### src/rtl/msi_cap_pkg.sv
package msi_cap_pkg;

    typedef enum logic [0:0] {
        SND_IDLE = 1'b0,
        SND_WAIT = 1'b1
    } snd_state_e;

    localparam logic [7:0] MSI_CAP_ID   = 8'h05;
    localparam logic [7:0] CTRL_HI_FLAGS = 8'h01;

    function automatic logic [2:0] data_dword(input bit wide);
        return wide ? 3'd3 : 3'd2;
    endfunction

endpackage

### src/rtl/msi_cfg_regs.sv
module msi_cfg_regs
    import msi_cap_pkg::*;
#(
    parameter bit         ADDR64   = 1'b1,
    parameter logic [7:0] NEXT_PTR = 8'h00
) (
    input  logic        clk,
    input  logic        rst_n,
    input  logic        wr,
    input  logic [2:0]  dw,
    input  logic [3:0]  be,
    input  logic [31:0] wdata,
    output logic [31:0] rdata,
    input  logic        pend,
    output logic        en,
    output logic        mask,
    output logic [63:0] addr,
    output logic [15:0] data
);

    localparam logic [2:0] DW_CTRL = 3'd0;
    localparam logic [2:0] DW_ALO  = 3'd1;
    localparam logic [2:0] DW_AHI  = 3'd2;
    localparam logic [2:0] DW_DATA = data_dword(ADDR64);
    localparam logic [2:0] DW_MASK = DW_DATA + 3'd1;
    localparam logic [2:0] DW_PEND = DW_DATA + 3'd2;

    logic        en_q;
    logic [2:0]  mme_q;
    logic        mask_q;
    logic [31:0] alo_q;
    logic [31:0] ahi_q;
    logic [15:0] data_q;

    // Byte-filtered writes: only writable fields of addressed dwords change.
    always_ff @(posedge clk) begin
        if (!rst_n) begin
            en_q   <= 1'b0;
            mme_q  <= 3'b000;
            mask_q <= 1'b0;
            alo_q  <= '0;
            data_q <= '0;
        end else if (wr) begin
            if (dw == DW_CTRL && be[2]) begin
                en_q  <= wdata[16];
                mme_q <= wdata[22:20];
            end
            if (dw == DW_ALO) begin
                for (int b = 0; b < 4; b++) begin
                    if (be[b]) alo_q[8*b +: 8] <= wdata[8*b +: 8];
                end
            end
            if (dw == DW_DATA) begin
                for (int b = 0; b < 2; b++) begin
                    if (be[b]) data_q[8*b +: 8] <= wdata[8*b +: 8];
                end
            end
            if (dw == DW_MASK && be[0]) begin
                mask_q <= wdata[0];
            end
        end
    end

    generate
        if (ADDR64) begin : g_addr_hi
            always_ff @(posedge clk) begin
                if (!rst_n) begin
                    ahi_q <= '0;
                end else if (wr && dw == DW_AHI) begin
                    for (int b = 0; b < 4; b++) begin
                        if (be[b]) ahi_q[8*b +: 8] <= wdata[8*b +: 8];
                    end
                end
            end
        end else begin : g_addr_lo_only
            assign ahi_q = '0;
        end
    endgenerate

    always_comb begin
        rdata = '0;
        if (dw == DW_CTRL) begin
            rdata = {CTRL_HI_FLAGS, 1'(ADDR64), mme_q, 3'b000, en_q, NEXT_PTR, MSI_CAP_ID};
        end else if (dw == DW_ALO) begin
            rdata = alo_q;
        end else if (ADDR64 && dw == DW_AHI) begin
            rdata = ahi_q;
        end else if (dw == DW_DATA) begin
            rdata = {16'h0000, data_q};
        end else if (dw == DW_MASK) begin
            rdata = {31'b0, mask_q};
        end else if (dw == DW_PEND) begin
            rdata = {31'b0, pend};
        end
    end

    assign en   = en_q;
    assign mask = mask_q;
    assign addr = {ahi_q, alo_q};
    assign data = data_q;

endmodule

### src/rtl/msi_send_fsm.sv
module msi_send_fsm
    import msi_cap_pkg::*;
(
    input  logic        clk,
    input  logic        rst_n,
    input  logic        irq,
    input  logic        en,
    input  logic        mask,
    input  logic [63:0] addr,
    input  logic [15:0] data,
    input  logic        msg_ready,
    output logic        msg_valid,
    output logic [63:0] msg_addr,
    output logic [31:0] msg_data,
    output logic        pend
);

    snd_state_e  state_q, state_d;
    logic        pend_q;
    logic [63:0] addr_q;
    logic [31:0] data_q;
    logic        launch;

    assign launch = (state_q == SND_IDLE) && en && !mask && (irq || pend_q);

    // Next-state logic.
    always_comb begin
        state_d = state_q;
        unique case (state_q)
            SND_IDLE: if (launch)    state_d = SND_WAIT;
            SND_WAIT: if (msg_ready) state_d = SND_IDLE;
        endcase
    end

    // State register.
    always_ff @(posedge clk) begin
        if (!rst_n) state_q <= SND_IDLE;
        else        state_q <= state_d;
    end

    // Output and pending registers.
    always_ff @(posedge clk) begin
        if (!rst_n) begin
            pend_q <= 1'b0;
            addr_q <= '0;
            data_q <= '0;
        end else begin
            if (launch) begin
                pend_q <= 1'b0;
                addr_q <= addr;
                data_q <= {16'h0000, data};
            end else if (irq && en && (mask || state_q == SND_WAIT)) begin
                pend_q <= 1'b1;
            end
        end
    end

    assign msg_valid = (state_q == SND_WAIT);
    assign msg_addr  = addr_q;
    assign msg_data  = data_q;
    assign pend      = pend_q;

endmodule

### src/rtl/msi_vector_cap.sv
module msi_vector_cap
    import msi_cap_pkg::*;
#(
    parameter bit         ADDR64   = 1'b1,
    parameter logic [7:0] NEXT_PTR = 8'h00
) (
    input  logic        clk,
    input  logic        rst_n,
    input  logic        cfg_wr,
    input  logic [2:0]  cfg_dw,
    input  logic [3:0]  cfg_be,
    input  logic [31:0] cfg_wdata,
    output logic [31:0] cfg_rdata,
    input  logic        irq,
    output logic        msg_valid,
    input  logic        msg_ready,
    output logic [63:0] msg_addr,
    output logic [31:0] msg_data
);

    logic        en_w;
    logic        mask_w;
    logic        pend_w;
    logic [63:0] addr_w;
    logic [15:0] data_w;

    msi_cfg_regs #(
        .ADDR64   (ADDR64),
        .NEXT_PTR (NEXT_PTR)
    ) u_regs (
        .clk   (clk),
        .rst_n (rst_n),
        .wr    (cfg_wr),
        .dw    (cfg_dw),
        .be    (cfg_be),
        .wdata (cfg_wdata),
        .rdata (cfg_rdata),
        .pend  (pend_w),
        .en    (en_w),
        .mask  (mask_w),
        .addr  (addr_w),
        .data  (data_w)
    );

    msi_send_fsm u_send (
        .clk       (clk),
        .rst_n     (rst_n),
        .irq       (irq),
        .en        (en_w),
        .mask      (mask_w),
        .addr      (addr_w),
        .data      (data_w),
        .msg_ready (msg_ready),
        .msg_valid (msg_valid),
        .msg_addr  (msg_addr),
        .msg_data  (msg_data),
        .pend      (pend_w)
    );

endmodule

### config.mk
export PLATFORM = sky130hd
export DESIGN_NAME = msi_vector_cap
export DESIGN_NICKNAME = d
export VERILOG_FILES = /design/src/rtl/msi_cap_pkg.sv /design/src/rtl/msi_cfg_regs.sv /design/src/rtl/msi_send_fsm.sv /design/src/rtl/msi_vector_cap.sv
export SDC_FILE = /design/constraint.sdc
export NUM_CORES = 1
export LEC_CHECK = 0
export ABC_AREA = 1
export BUFFER_PORTS_ARGS = -buffer_cell sky130_fd_sc_hd__buf_2
export CAP_MARGIN = 20
export CELL_PAD_IN_SITES_DETAIL_PLACEMENT = 1
export CELL_PAD_IN_SITES_GLOBAL_PLACEMENT = 2
export CORE_ASPECT_RATIO = 0.9
export CORE_UTILIZATION = 29
export DETAILED_ROUTE_END_ITERATION = 16
export PLACE_DENSITY_LB_ADDON = 0.1
export SLEW_MARGIN = 20
export SYNTH_ARGS = -nofsm -noshare
export SYNTH_HDL_FRONTEND = slang
export SYNTH_HIERARCHICAL = 1
export SYNTH_SLANG_ARGS = --single-unit
### constraint.sdc
create_clock -name clk -period 1.5 [get_ports clk]
set_clock_uncertainty 0.1 [all_clocks]
set_input_delay 0.225 -clock clk [delete_from_list [all_inputs] [get_ports clk]]
set_output_delay 0.225 -clock clk [all_outputs]
set_load 0.005 [all_outputs]
== Word-level counts from Yosys, hierarchy flattened ==
Index checks and enable logic that the tools add are counted.
Storage, ports and cells
  register bits: 167
  input bits: 44
  output and inout port bits: 129
  word-level logic and storage cells: 58
Operators by class
  equal/unequal tests: 5
  multiplexer cells: 9
  bitwise gates (word level): 2
  reduce and logical (&&, ||, !) cells: 25
Operators by type and width (number)
  32-bit 2-to-1 mux: 5
  3-bit AND reduction: 6
  2-bit AND reduction: 6
  1-bit logical AND: 8
  3-bit by 2-bit == test with 1-bit output, second input constant: 2
  3-bit == test, second input constant: 2
  3-bit by 1-bit == test with 1-bit output, second input constant: 1
  3-bit logical NOT: 1
  1-bit 2-to-1 mux: 3
  1-bit logical OR: 2
  1-bit inverter: 2
  1-bit case mux with 2 select lines: 1
  2-bit OR reduction: 1
  1-bit logical NOT: 1

== Longest topological paths before layout ==
  word-level depth: 7
  mapped depth: 7
  gate-level depth less buffers: 6

== Cells and area by module ==
Netlist, hierarchy kept.
By module, submodules not included
  msi_cfg_regs: times used 1, cells an instance 648, area an instance 4040.1 um2
  msi_send_fsm: times used 1, cells an instance 554, area an instance 3756.1 um2

== Least setup slack after synthesis ==
OpenSTA, ideal clock, no wires.
  kind: reg2reg
  start point: register u_regs.en_q (netlist: u_regs/en)
  end point: register u_send.addr_q[40] (netlist: u_send/msg_addr[40])
  data arrival time: 1.017 ns
  setup slack: 0.268 ns
  stages on the path, launching flop included: 8
  buffers on the path: 2
  period minus slack after synthesis: 1.232 ns
  path through: dfxtp_1 -> nand2_1 -> nand2_1 -> buf_4 -> buf_4 -> nand3_1 -> nand2_1 -> nor2_1
On the way
  word-level cells in the longest chain between the ends: 3
RTL lines
  start: declaration: line msi_cfg_regs.sv:28  | logic en_q;
  start signal: assignment: line msi_cfg_regs.sv:45  | en_q <= wdata[16];
  1-bit logical AND (3 in series): line msi_send_fsm.sv:24  | assign launch = (state_q == SND_IDLE) && en && !mask && (irq || pend_q);
  end signal: assignment: line msi_send_fsm.sv:50  | addr_q <= addr;
  end: declaration: line msi_send_fsm.sv:20  | logic [63:0] addr_q;
Every way passes these cells.
A chain may end at the register's enable or synchronous reset.

== Worst setup path in the final report ==
  start point: register u_regs.data_q[0] (netlist: u_regs/data[0])
  end point: output cfg_rdata[0]
On the way
  word-level cells in the longest chain between the ends: 4
RTL lines
  start: declaration: line msi_cfg_regs.sv:33  | logic [15:0] data_q;
  start signal: indexed assignment: line msi_cfg_regs.sv:55  | if (be[b]) data_q[8*b +: 8] <= wdata[8*b +: 8];
  32-bit 2-to-1 mux: line msi_cfg_regs.sv:88  | end else if (dw == DW_DATA) begin
  32-bit 2-to-1 mux: line msi_cfg_regs.sv:86  | end else if (ADDR64 && dw == DW_AHI) begin
  32-bit 2-to-1 mux: line msi_cfg_regs.sv:84  | end else if (dw == DW_ALO) begin
  32-bit 2-to-1 mux: line msi_cfg_regs.sv:82  | if (dw == DW_CTRL) begin
  end: declaration: line msi_vector_cap.sv:13  | output logic [31:0] cfg_rdata,
Every way passes these cells.

==> results.sh <==
export IMPL_combPwrFrac=0.102
export IMPL_synthXorXnorAreaFrac=0
export IMPL_first_global_vias=7863
export IMPL_cpPeakStageDelay_ps=340
export IMPL_cts_tree="done"
export IMPL_hp_start="cfg_wdata[27]"
export IMPL_criticalPathCategory="reg -> out"
export IMPL_final_max_slew_viol_count=0
export IMPL_period_share=1.07
export IMPL_drc=0
export IMPL_dieArea_mm2=0.0275
export IMPL_most_common_layout_cells="nor2_1, nand2_1, dfxtp_1"
export IMPL_synth_adder_area_share=0
export IMPL_finalWirelength_um=27600
export IMPL_switching_power_mw=2.73
export IMPL_reg2reg_setup_slack_ps=90
export IMPL_critPathLaunchType="flop"
export IMPL_slew_headroom=0.618
export IMPL_clock_power_share=0.443
export IMPL_dp_hpwl_um=17400
export IMPL_synth_compound_area_share=0.0546
export IMPL_viasPerCell=4.57
export IMPL_io_pins=173
export IMPL_yosysWarnings=6
export IMPL_dp_cells=1680
export IMPL_cts_root_buffer="clkbuf_16"
export IMPL_crit_path_start="u_regs/data[0]"
export IMPL_core_area_mm2=0.0262
export IMPL_finalNetCount=1424
export IMPL_synth_area_mm2=0.00780
export IMPL_synth_area_top_cells="dfxtp_1, nand2_1, nor2_1, nand3_1, inv_1"
export IMPL_path_cells="nand4_1 -> nand2_1 -> nor2_2 -> nand3_2 -> buf_6"
export IMPL_outcome="finished, violations left"
export IMPL_ys_seq_area_frac=0.429
export IMPL_synth_top_area_cell="dfxtp_1"
export IMPL_vdd_drop_max_mv=0.731
export IMPL_worst_pin_slew_ps=570
export IMPL_crit_slowest_cell="dfxtp_2"
export IMPL_clk_latency_ps=420
export IMPL_violations="negative setup slack"
export IMPL_ys_types=22
export IMPL_row_count=56
export IMPL_clockBufferDepth=2
export IMPL_syn_to_final_growth_pct=35.5
export IMPL_synth_seq_cells=167
export IMPL_end_kind="output port"
export IMPL_synth_simple_gate_area_frac=0.391
export IMPL_dr_pass1_iters=4
export IMPL_dieHeight_um=158
export IMPL_clkSlewWorstSetupHoldPaths_ps=70
export IMPL_drive_above_1_share=0.240
export IMPL_htreeDepth=4
export IMPL_synth_area_mux_share=0
export IMPL_rsz0062_at_grt="yes"
export IMPL_r2r_start="u_send/pend"
export IMPL_async_flop_share=0
export IMPL_synth_top_area_share=0.429
export IMPL_ant_nets=0
export IMPL_track_usage=0.199
export IMPL_antenna_found_initial=1
export IMPL_cap_violations=0
export IMPL_synth_edf_count=0
export IMPL_worstPathRequired_ps=1170
export IMPL_power_frac_seq=0.455
export IMPL_fmax_mhz=621
export IMPL_p_leak_nw=4.92
export IMPL_critical_path_top_delay_family="simple AND/OR/NAND/NOR gates"
export IMPL_synth_top_family_by_area="simple AND/OR/NAND/NOR gates"
export IMPL_cts_inserted_buffers=17
export IMPL_path_max_fanout=3
export IMPL_syn_instance_count=1202
export IMPL_worst_ep_arrival_time_ps=1290
export IMPL_power_density_mw_per_mm2=952
export IMPL_grt_max_degree=90
export IMPL_initial_utilization=0.298
export IMPL_die_w_um=175
export IMPL_vias=7966
export IMPL_gp_congestion=0.798
export IMPL_layout_commonest_cell="nor2_1"
export IMPL_avgSynthCellArea_um2=6.49
export IMPL_fin_setup_tns_ps=-111
export IMPL_timing_final_ws_setup_ps=-111
export IMPL_setup_viol=1
export IMPL_hold_viol_final=0
export IMPL_first_iter_violations=385
export IMPL_wl_per_cell_um=15.8
export IMPL_synthFlopType="dfxtp_1"
export IMPL_cts_sinks=167
export IMPL_layout_min_cycle_time_ps=1610
export IMPL_cp_buffers_inverters=1
export IMPL_switching_share=0.271
export IMPL_stdcell_count=1742
export IMPL_hp_class="in -> reg"
export IMPL_port_buffers=156
export IMPL_grt_pass1_wl_um=42700
export IMPL_internal_power_mw=7.33
export IMPL_grt_overflow=0
-- sequential cells by signal (all words and copies together), names as in the netlist --
register / cells
u_send/msg_data: 16
u_regs/alo_q: 32
u_regs/mme_q: 3
u_send/msg_valid: 1
u_send/pend: 1
u_regs/en: 1
u_send/msg_addr: 64
u_regs/mask: 1
u_regs/data: 16
u_regs/ahi_q: 32
-- synthesized netlist by cell type (9+ instances only) --
master / number
clkbuf_1: 9
nor2_4: 9
dfxtp_1: 167
buf_4: 30
nand3_1: 168
nand2_1: 292
nor2_1: 259
buf_1: 9
inv_1: 125
a21oi_1: 81
buf_2: 39
-- kinds of logic after synthesis --
logic type | count (synthesis)
and+or+nand+nor | 734
buffers and inverters | 216
DFF | 167
AOI/OAI and AO/OA | 84
other | 1
-- cell type report --
cell class | count | area, um^2
fill | 3406 | 15600
multi-input combinational | 834 | 3750
sequential | 167 | 3350
timing repair buffer | 231 | 1950
inverter | 129 | 497
clock buffer | 19 | 443
tap | 348 | 435
clock inverter | 13 | 135
antenna | 1 | 2.50
-- final timing paths --
kind                                             to  depth (start not counted)
worst min-delay path               u_regs/alo_q[27]                          5
worst max-delay path                   cfg_rdata[0]                          5
worst min register to register  u_send/msg_addr[19]                          2
worst max register to register  u_send/msg_addr[45]                          7
-- worst reg2reg max path, stage by stage (launching register included) --
cell and delay (ps):
dfxtp_2 330, buf_4 100, nand2_1 80, nand2_4 260
buf_12 210, nand3_1 110, nand2_1 80, nor2_1 50
-- power groups by stage --
stage	clock network (mW)	logic (mW)	registers [mW]
6_report	4.46	1.02	4.58
5_1_grt	4.77	1.13	4.59
4_1_cts	4.62	1.01	4.58
3_5_place_dp	0	0.872	4.68
3_3_place_gp	0	0.866	4.68
2_1_floorplan	0	0.530	4.66
-- what timing repair did --
action                                  in CTS  in global routing
endpoints found under the setup margin      16                 46
cloned                                       8                  3
setup buffers                               13                  3
resized for setup                           43                 53
pin swaps                                   12                 15
hold buffers                                 5                  0
hold endpoints to repair                     5                  0
-- per-layer routing --
metal  global-route usage  up-vias  part of all wire
met4               0.0431        0            0.0074
met2                0.348      135              0.49
met5                    0        -                 0
met3               0.0437       10             0.038
li1                     -     4036                 -
met1                0.250     3785              0.47
-- metrics by stage --
stage | instance area, um^2 | hold WS [ps] | util | total power [mW] | setup slack [ps]
after floorplan | 7850 | 260 | - | 5.19 | 268
after global placement | 9240 | 356 | 0.352 | 5.55 | -185
final | 10600 | 25.9 | 0.403 | 10.1 | -111
after global routing | 10600 | 54.4 | 0.403 | 10.5 | -190
after detailed placement | 9240 | 364 | 0.352 | 5.55 | -153
after CTS | 10400 | 4.03 | 0.396 | 10.2 | -154
(Power assumes the default switching activity.)
